===== src/rtl/dma_cmd_pkg.sv =====
package dma_cmd_pkg;
  localparam int ADDR_W = 24;
  localparam int CNT_W  = 16;
  localparam int PORT_W = 16;
  localparam int ARB_W  = 4;
  localparam int OFS_W  = 5;
  localparam logic [OFS_W-1:0] CMD_OFS = 5'h18;
  localparam logic [OFS_W-1:0] OPR_OFS = 5'h1A;

  localparam logic [3:0] OP_SET_PORT = 4'h0;
  localparam logic [3:0] OP_SET_ADDR = 4'h2;
  localparam logic [3:0] OP_GET_ADDR = 4'h3;
  localparam logic [3:0] OP_SET_CNT  = 4'h4;
  localparam logic [3:0] OP_GET_CNT  = 4'h5;
  localparam logic [3:0] OP_GET_STAT = 4'h6;
  localparam logic [3:0] OP_SET_MODE = 4'h7;
  localparam logic [3:0] OP_SET_ARB  = 4'h8;
  localparam logic [3:0] OP_MASK     = 4'h9;
  localparam logic [3:0] OP_UNMASK   = 4'hA;
  localparam logic [3:0] OP_CLEAR    = 4'hD;

  function automatic logic [1:0] op_len(input logic [3:0] op);
    case (op)
      OP_SET_ADDR, OP_GET_ADDR:            op_len = 2'd3;
      OP_SET_PORT, OP_SET_CNT, OP_GET_CNT: op_len = 2'd2;
      OP_GET_STAT, OP_SET_MODE, OP_SET_ARB: op_len = 2'd1;
      default:                             op_len = 2'd0;
    endcase
  endfunction

  function automatic logic op_known(input logic [3:0] op);
    case (op)
      OP_SET_PORT, OP_SET_ADDR, OP_GET_ADDR, OP_SET_CNT, OP_GET_CNT,
      OP_GET_STAT, OP_SET_MODE, OP_SET_ARB, OP_MASK, OP_UNMASK,
      OP_CLEAR: op_known = 1'b1;
      default:  op_known = 1'b0;
    endcase
  endfunction

  function automatic logic op_is_get(input logic [3:0] op);
    op_is_get = (op == OP_GET_ADDR) || (op == OP_GET_CNT) || (op == OP_GET_STAT);
  endfunction
endpackage


===== src/rtl/dma_cmd_seq.sv =====
module dma_cmd_seq
  import dma_cmd_pkg::*;
#(
  parameter int NCH  = 8,
  parameter int CH_W = 3
) (
  input  logic            clk,
  input  logic            rst,
  input  logic            cmd_wr,
  input  logic [7:0]      cmd_byte,
  input  logic            opr_wr,
  input  logic            opr_rd,
  output logic [3:0]      cur_op,
  output logic [CH_W-1:0] cur_ch,
  output logic [1:0]      ptr,
  output logic            opr_wr_ok,
  output logic            opr_rd_ok,
  output logic            last_byte,
  output logic            mask_ev,
  output logic            unmask_ev,
  output logic            clear_ev,
  output logic [CH_W-1:0] ev_ch
);
  logic       active;
  logic [3:0] in_op;
  logic [3:0] in_ch;
  logic       ch_ok;
  logic       accept;
  logic [1:0] cur_len;

  assign in_op   = cmd_byte[7:4];
  assign in_ch   = cmd_byte[3:0];
  assign ch_ok   = int'(in_ch) < NCH;
  assign accept  = cmd_wr && op_known(in_op) && (ch_ok || in_op == OP_CLEAR);
  assign cur_len = op_len(cur_op);

  assign clear_ev  = accept && (in_op == OP_CLEAR);
  assign mask_ev   = accept && (in_op == OP_MASK);
  assign unmask_ev = accept && (in_op == OP_UNMASK);
  assign ev_ch     = in_ch[CH_W-1:0];

  assign opr_wr_ok = active && opr_wr && !op_is_get(cur_op) && (ptr < cur_len);
  assign opr_rd_ok = active && opr_rd &&  op_is_get(cur_op) && (ptr < cur_len);
  assign last_byte = (ptr == cur_len - 2'd1);

  always_ff @(posedge clk) begin
    if (rst || clear_ev) begin
      active <= 1'b0;
      cur_op <= OP_SET_PORT;
      cur_ch <= '0;
      ptr    <= 2'd0;
    end else if (accept) begin
      active <= (op_len(in_op) != 2'd0);
      cur_op <= in_op;
      cur_ch <= in_ch[CH_W-1:0];
      ptr    <= 2'd0;
    end else if (opr_wr_ok || opr_rd_ok) begin
      ptr <= ptr + 2'd1;
    end
  end


  ptr_bound_chk: assert property (@(posedge clk) disable iff (rst)
    active |-> ptr <= cur_len);


  ptr_restart_chk: assert property (@(posedge clk) disable iff (rst)
    accept |=> ptr == 2'd0);


  bad_cmd_ignored_chk: assert property (@(posedge clk) disable iff (rst)
    (cmd_wr && !accept && !opr_wr && !opr_rd) |=> ($stable(cur_op) && $stable(ptr) && $stable(cur_ch)));
endmodule


===== src/rtl/dma_cmd_stage.sv =====
module dma_cmd_stage
  import dma_cmd_pkg::*;
(
  input  logic              clk,
  input  logic              rst,
  input  logic              load,
  input  logic              last_byte,
  input  logic [1:0]        ptr,
  input  logic [7:0]        din,
  output logic              commit,
  output logic [ADDR_W-1:0] commit_val
);
  localparam int HOLD_W = ADDR_W - 8;

  logic [HOLD_W-1:0] hold_q;

  assign commit = load && last_byte;

  always_comb begin
    commit_val = {8'h00, hold_q};
    case (ptr)
      2'd0:    commit_val[7:0]   = din;
      2'd1:    commit_val[15:8]  = din;
      default: commit_val[23:16] = din;
    endcase
  end

  always_ff @(posedge clk) begin
    if (rst) begin
      hold_q <= '0;
    end else if (load && !last_byte) begin
      if (ptr == 2'd0) hold_q[7:0]  <= din;
      else             hold_q[15:8] <= din;
    end
  end


  stage_slot_chk: assert property (@(posedge clk) disable iff (rst)
    (load && !last_byte) |-> ptr < 2'd2);
endmodule


===== src/rtl/dma_chan_regs.sv =====
module dma_chan_regs
  import dma_cmd_pkg::*;
#(
  parameter int NCH  = 8,
  parameter int CH_W = 3
) (
  input  logic              clk,
  input  logic              rst,
  input  logic              clr,
  input  logic              wr_en,
  input  logic [3:0]        wr_op,
  input  logic [CH_W-1:0]   wr_ch,
  input  logic [ADDR_W-1:0] wr_val,
  input  logic              mask_set,
  input  logic              mask_clr,
  input  logic [CH_W-1:0]   mask_ch,
  input  logic [CH_W-1:0]   rd_ch,
  output logic [ADDR_W-1:0] host_addr,
  output logic [CNT_W-1:0]  host_cnt,
  output logic [NCH-1:0]    mask_vec,
  input  logic [CH_W-1:0]   eng_ch,
  output logic [ADDR_W-1:0] eng_addr,
  output logic [CNT_W-1:0]  eng_cnt,
  output logic [PORT_W-1:0] eng_port,
  output logic [7:0]        eng_mode,
  output logic [ARB_W-1:0]  eng_arb,
  output logic              eng_masked
);
  logic [ADDR_W-1:0] addr_q [NCH];
  logic [CNT_W-1:0]  cnt_q  [NCH];
  logic [PORT_W-1:0] port_q [NCH];
  logic [7:0]        mode_q [NCH];
  logic [ARB_W-1:0]  arb_q  [NCH];
  logic [NCH-1:0]    mask_q;

  always_ff @(posedge clk) begin
    if (rst || clr) begin
      for (int i = 0; i < NCH; i++) begin
        addr_q[i] <= '0;
        cnt_q[i]  <= '0;
        port_q[i] <= '0;
        mode_q[i] <= '0;
        arb_q[i]  <= '0;
      end
      mask_q <= '1;
    end else begin
      for (int i = 0; i < NCH; i++) begin
        if (wr_en && int'(wr_ch) == i) begin
          case (wr_op)
            OP_SET_ADDR: addr_q[i] <= wr_val;
            OP_SET_CNT:  cnt_q[i]  <= wr_val[CNT_W-1:0];
            OP_SET_PORT: port_q[i] <= wr_val[PORT_W-1:0];
            OP_SET_MODE: mode_q[i] <= wr_val[7:0];
            OP_SET_ARB:  arb_q[i]  <= wr_val[ARB_W-1:0];
            default: ;
          endcase
        end
        if (mask_set && int'(mask_ch) == i)      mask_q[i] <= 1'b1;
        else if (mask_clr && int'(mask_ch) == i) mask_q[i] <= 1'b0;
      end
    end
  end

  assign host_addr = addr_q[rd_ch];
  assign host_cnt  = cnt_q[rd_ch];
  assign mask_vec  = mask_q;

  always_ff @(posedge clk) begin
    if (rst) begin
      eng_addr   <= '0;
      eng_cnt    <= '0;
      eng_port   <= '0;
      eng_mode   <= '0;
      eng_arb    <= '0;
      eng_masked <= 1'b1;
    end else begin
      eng_addr   <= addr_q[eng_ch];
      eng_cnt    <= cnt_q[eng_ch];
      eng_port   <= port_q[eng_ch];
      eng_mode   <= mode_q[eng_ch];
      eng_arb    <= arb_q[eng_ch];
      eng_masked <= mask_q[eng_ch];
    end
  end


  clear_masks_chk: assert property (@(posedge clk) disable iff (rst)
    clr |=> &mask_vec);


  unmask_takes_chk: assert property (@(posedge clk) disable iff (rst)
    (mask_clr && !clr) |=> !mask_vec[$past(mask_ch)]);
endmodule


===== src/rtl/dma_cmd_port.sv =====
module dma_cmd_port
  import dma_cmd_pkg::*;
#(
  parameter int NCH  = 8,
  parameter int CH_W = (NCH > 1) ? $clog2(NCH) : 1
) (
  input  logic              clk,
  input  logic              rst,
  input  logic [OFS_W-1:0]  io_addr,
  input  logic              io_wr,
  input  logic              io_rd,
  input  logic [7:0]        io_wdata,
  output logic [7:0]        io_rdata,
  output logic              io_rvalid,
  input  logic [CH_W-1:0]   eng_ch,
  output logic [ADDR_W-1:0] eng_addr,
  output logic [CNT_W-1:0]  eng_count,
  output logic [PORT_W-1:0] eng_port,
  output logic              eng_xfer_en,
  output logic              eng_mem_write,
  output logic              eng_io_target,
  output logic              eng_wide,
  output logic [ARB_W-1:0]  eng_arb,
  output logic              eng_masked
);
  localparam int STAT_N = (NCH < 8) ? NCH : 8;

  logic              cmd_wr, opr_wr, opr_rd;
  logic [3:0]        cur_op;
  logic [CH_W-1:0]   cur_ch, ev_ch;
  logic [1:0]        ptr;
  logic              opr_wr_ok, opr_rd_ok, last_byte;
  logic              mask_ev, unmask_ev, clear_ev;
  logic              commit;
  logic [ADDR_W-1:0] commit_val;
  logic [ADDR_W-1:0] host_addr;
  logic [CNT_W-1:0]  host_cnt;
  logic [NCH-1:0]    mask_vec;
  logic [7:0]        eng_mode;
  logic [7:0]        stat_byte;
  logic [7:0]        rd_byte;

  assign cmd_wr = io_wr && (io_addr == CMD_OFS);
  assign opr_wr = io_wr && (io_addr == OPR_OFS);
  assign opr_rd = io_rd && (io_addr == OPR_OFS);

  dma_cmd_seq #(.NCH(NCH), .CH_W(CH_W)) u_seq (
    .clk(clk), .rst(rst), .cmd_wr(cmd_wr), .cmd_byte(io_wdata),
    .opr_wr(opr_wr), .opr_rd(opr_rd), .cur_op(cur_op), .cur_ch(cur_ch),
    .ptr(ptr), .opr_wr_ok(opr_wr_ok), .opr_rd_ok(opr_rd_ok),
    .last_byte(last_byte), .mask_ev(mask_ev), .unmask_ev(unmask_ev),
    .clear_ev(clear_ev), .ev_ch(ev_ch)
  );

  dma_cmd_stage u_stage (
    .clk(clk), .rst(rst), .load(opr_wr_ok), .last_byte(last_byte),
    .ptr(ptr), .din(io_wdata), .commit(commit), .commit_val(commit_val)
  );

  dma_chan_regs #(.NCH(NCH), .CH_W(CH_W)) u_regs (
    .clk(clk), .rst(rst), .clr(clear_ev), .wr_en(commit), .wr_op(cur_op),
    .wr_ch(cur_ch), .wr_val(commit_val), .mask_set(mask_ev),
    .mask_clr(unmask_ev), .mask_ch(ev_ch), .rd_ch(cur_ch),
    .host_addr(host_addr), .host_cnt(host_cnt), .mask_vec(mask_vec),
    .eng_ch(eng_ch), .eng_addr(eng_addr), .eng_cnt(eng_count),
    .eng_port(eng_port), .eng_mode(eng_mode), .eng_arb(eng_arb),
    .eng_masked(eng_masked)
  );

  generate
    for (genvar b = 0; b < 8; b++) begin : g_stat
      if (b < STAT_N) begin : g_live
        assign stat_byte[b] = mask_vec[b];
      end else begin : g_pad
        assign stat_byte[b] = 1'b0;
      end
    end
  endgenerate

  assign eng_io_target = eng_mode[0];
  assign eng_xfer_en   = eng_mode[2];
  assign eng_mem_write = eng_mode[3];
  assign eng_wide      = eng_mode[6];

  always_comb begin
    rd_byte = 8'h00;
    if (opr_rd_ok) begin
      case (cur_op)
        OP_GET_ADDR: begin
          case (ptr)
            2'd0:    rd_byte = host_addr[7:0];
            2'd1:    rd_byte = host_addr[15:8];
            default: rd_byte = host_addr[23:16];
          endcase
        end
        OP_GET_CNT:  rd_byte = (ptr == 2'd0) ? host_cnt[7:0] : host_cnt[15:8];
        OP_GET_STAT: rd_byte = stat_byte;
        default: ;
      endcase
    end
  end

  always_ff @(posedge clk) begin
    if (rst) begin
      io_rdata  <= 8'h00;
      io_rvalid <= 1'b0;
    end else begin
      io_rdata  <= rd_byte;
      io_rvalid <= io_rd;
    end
  end


  idle_read_zero_chk: assert property (@(posedge clk) disable iff (rst)
    (io_rd && !opr_rd_ok) |=> io_rdata == 8'h00);


  commit_on_last_chk: assert property (@(posedge clk) disable iff (rst)
    commit |-> (opr_wr && ptr == op_len(cur_op) - 2'd1));
endmodule


===== config.mk =====
export PLATFORM = sky130hd
export DESIGN_NAME = dma_cmd_port
export DESIGN_NICKNAME = d
export VERILOG_FILES = /design/src/rtl/dma_cmd_pkg.sv /design/src/rtl/dma_cmd_seq.sv /design/src/rtl/dma_cmd_stage.sv /design/src/rtl/dma_chan_regs.sv /design/src/rtl/dma_cmd_port.sv
export SDC_FILE = /design/constraint.sdc
export NUM_CORES = 1
export LEC_CHECK = 0
export BUFFER_PORTS_ARGS = -buffer_cell sky130_fd_sc_hd__buf_2
export CORE_MARGIN = 4
export CORE_UTILIZATION = 60
export CTS_CLUSTER_DIAMETER = 100
export DETAILED_ROUTE_END_ITERATION = 6
export HOLD_SLACK_MARGIN = 0.12
export PLACE_DENSITY_LB_ADDON = 0.2
export SYNTH_ARGS = -nofsm -noshare
export SYNTH_HDL_FRONTEND = slang
export SYNTH_SLANG_ARGS = --single-unit

===== constraint.sdc =====
create_clock -name clk -period 4.85 [get_ports clk]
set_input_delay 0.485 -clock clk [delete_from_list [all_inputs] [get_ports clk]]
set_output_delay 0.485 -clock clk [all_outputs]
set_load 0.01 [all_outputs]

==> flow_metrics.py <==
metrics = {
    "final_layout": {
        "area_delta_synth_final_pct": 11.7,
        "antenna-diode-count": 0,
        "final_layout_size_suffix_gt1_frac": 0.277,
        "fin_nets": 2007,
        "final_cell_mix": "edfxtp_1, nor2_1, mux4_2",
        "final_common_cell": "edfxtp_1",
        "fillers": 3080,
    },
    "clock_tree": {
        "clock-root-buffer": "clkbuf_16",
        "ctsHoldBuffers": 1,
        "clkTransAtPathRegs_ns": 0.06,
        "post_cts_resize_count": 0,
        "cts_buffers": 61,
        "cts_sinks": 625,
        "post-cts-setup-buffers": 0,
        "cts_buffer_depth": 3,
        "clk_latency_ns": 0.63,
        "cts_tree": "done",
        "htree_levels": 2,
    },
    "power_and_ir_drop": {
        "total_power_mw": 11.9,
        "p_comb_frac": 0.059,
        "p_leak_nw": 11.3,
        "power_frac_seq": 0.510,
        "powerDensity_mw_per_mm2": 381,
        "switching_share": 0.214,
        "internal_power_mw": 9.39,
        "clkPwrFrac": 0.431,
        "ir_worst_vdd_mv": 0.332,
        "p_switching_mw": 2.55,
    },
    "critical_path": {
        "crit_type": "reg -> reg",
        "crit_path_start_kind": "flip-flop",
        "cpPeakStageDelay_ns": 0.68,
        "crit_slowest_cell": "nand2_1",
        "critPathBufInv": 1,
        "timing.rr.start": "u_seq.cur_len[1]",
        "cp_cell_sequence": "inv_1, ha_1, a211oi_1, o2111ai_2, nor3_2, nand2_1, nand2_1",
        "r2r_end": "u_regs.cnt_q[1][12]",
        "cp-end-kind": "flip-flop",
        "path_common_cell": "nand2_1",
        "worstPathArrival_ns": 3.85,
        "required_ns": 5.10,
        "worstPathMaxFanout": 17,
        "cpLargestDelayFamily": "simple AND/OR/NAND/NOR gates",
        "r2r_setup_slack_ns": 1.25,
        "reg2regPathDepth": 7,
    },
    "floorplan": {
        "coreArea_sq_mm": 0.0458,
        "die_h_microns": 224,
        "dieArea_sq_mm": 0.0503,
        "io-pin-count": 94,
        "start_util": 0.613,
        "rows": 78,
        "die_w_microns": 224,
    },
    "timing": {
        "slew_headroom": 0.251,
        "fmax_ghz": 0.278,
        "final_hold_viol_count": 0,
        "skew_ns": 0.0199,
        "report.final.slew_viol_count": 0,
        "fin_crit_ns": 3.60,
        "worst_pin_slew_ns": 1.12,
        "setup_viol": 0,
        "tns_ns": 0,
        "fin_crit_sh": 0.742,
        "rsz0062_at_grt": "no",
    },
    "detailed_routing": {
        "drt-total-wl_microns": 76200,
        "first_iter_violations": 2378,
        "vias": 17600,
        "ant_nets": 0,
        "vias_per_cell": 6.69,
        "routedWlPerCell_microns": 28.9,
        "drc_errors": 0,
        "first_pass_iters": 5,
    },
    "grt": {
        "grtUsageTotal": 0.305,
        "grt_antenna_before_repair": 1,
        "grt_pass1_vias": 17600,
        "overflow": 0,
        "grt_max_degree": 85,
        "grt_first_pass_wirelength_microns": 113000,
    },
    "logic_synthesis": {
        "synth-edff-count": 512,
        "seq_area_frac_synth": 0.628,
        "ys.flop_type": "edfxtp_1",
        "synthCells": 1917,
        "synthArstFlopShare": 0,
        "synth_cell_type_count": 57,
        "yosys_warnings": 0,
        "netlist_area_sq_mm": 0.0281,
        "synth-seq-cells": 625,
        "syn_area_per_cell_sq_um": 14.6,
        "syn-num-nets": 1941,
    },
    "outcome": {
        "status": "complete, no violations",
    },
    "worst_hold_path": {
        "min_path_cells": 3,
        "hp-class": "in -> reg",
        "min_from": "io_wdata[2]",
    },
    "job": {
        "maxCapViolations": 0,
    },
    "placed_design": {
        "port_buffers": 93,
        "hpwl_microns": 50800,
        "gp_congestion": 0.891,
    },
}
==> registers in the layout, indices dropped and copies added (netlist names), 24 cells and up, named ones only <==
register / cells
u_regs.port_q: 128
u_regs.eng_addr: 24
u_regs.mode_q: 32
u_regs.arb_q: 32
u_regs.cnt_q: 128
u_regs.addr_q: 192
==> worst max-delay path by stage <==
stage | start | end | slack [ns] | depth (start not counted)
6_report | u_seq.cur_len[1] | u_regs.cnt_q[1][12] | 1.25 | 7
5_1_grt | u_seq.cur_len[1] | u_regs.cnt_q[1][12] | 1.0 | 7
4_1_cts | u_seq.cur_len[1] | u_regs.cnt_q[1][12] | 1.26 | 7
3_5_place_dp | io_addr[2] | u_regs.cnt_q[1][15] | 1.27 | 7
3_3_place_gp | io_addr[2] | u_regs.port_q[3][4] | 1.34 | 7
2_1_floorplan | u_seq.cur_len[1] | u_regs.addr_q[7][0] | 1.15 | 7
==> power groups by stage <==
stage          logic, mW  registers (mW)  clock network [mW]
3_3_place_gp       0.697            6.18                   0
6_report           0.706            6.09                5.15
4_1_cts            0.709            6.09                5.19
3_5_place_dp       0.705            6.20                   0
5_1_grt            0.747            6.10                5.42
2_1_floorplan      0.444            6.17                   0
==> cell type report <==
cell class / instances / area, sq um / area share
inverter: 36 / 135 / 0.00431
multi-input combinational: 1108 / 9670 / 0.309
clock buffer: 74 / 1650 / 0.0526
timing repair buffer: 151 / 948 / 0.0303
tap: 600 / 751 / 0.0239
clock inverter: 42 / 549 / 0.0175
sequential: 625 / 17600 / 0.563
==> cells in the mapped netlist (all sizes together) (2+ instances only) <==
master	instances	area (sq um)
buf	57	313
nand2	120	495
nor2b	12	75.1
nor3	12	81.3
nor2	483	1960
o21ai	30	150
nor4b	2	23.8
o211ai	5	37.5
a31oi	12	75.1
nand3b	3	22.5
ha	4	50.1
and2	5	31.3
a21oi	7	38.8
a211o	9	78.8
edfxtp	512	15400
and3	3	18.8
or2	3	18.8
or3b	3	26.3
dfxtp	113	2260
and3b	2	17.5
nor4	2	12.5
mux2i	93	931
o2111ai	2	23.8
nand2b	6	37.5
a211oi	15	113
nand3	10	50.1
a32oi	14	123
nor3b	4	35.0
clkbuf	91	342
mux4	211	4750
mux2	17	191
or3	3	18.8
a221o	4	40.0
inv	36	135
==> layer usage <==
metal	global-route usage	share of wire	vias to the layer above	wire, microns
li1	-	-	7304	-
met4	0.138	0.052	0	3940
met5	0	0	-	0
met2	0.500	0.49	1268	37400
met1	0.410	0.36	8843	27200
met3	0.0484	0.10	216	7600
==> worst register-to-register path, delay by kind of cell (launching register included) <==
| kind | cells | cell delay, ns |
|---|---|---|
| AND/OR/NAND/NOR | 3 | 1.81 |
| AO/OA/AOI/OAI | 2 | 0.70 |
| flip-flops | 1 | 0.36 |
| adder cells (fa/ha/maj) | 1 | 0.28 |
| buffers and inverters | 1 | 0.05 |
==> stage by stage <==
| stage | utilization | hold slack (ns) | instances | area (sq um) | worst slack [ns] |
|---|---|---|---|---|---|
| 2_1_floorplan | - | 0.444 | 1917 | 28100 | 1.15 |
| 3_3_place_gp | 0.637 | 0.466 | 2519 | 29100 | 1.34 |
| 3_5_place_dp | 0.637 | 0.470 | 2519 | 29100 | 1.27 |
| 4_1_cts | 0.685 | 0.198 | 2636 | 31300 | 1.26 |
| 5_1_grt | 0.685 | 0.235 | 2636 | 31300 | 0.995 |
| 6_report | 0.685 | 0.236 | 2636 | 31300 | 1.25 |
==> kinds of logic after synthesis <==
logic type | share of synthesized area
AOI/OAI and AO/OA | 0.0260
adders and majority gates | 0.00178
xor gates and xnor gates | 0.00143
muxes | 0.209
buffers and inverters | 0.0281
DFF | 0.628
and+or+nand+nor | 0.105
No activity file was read; power rests on OpenSTA's default activity.
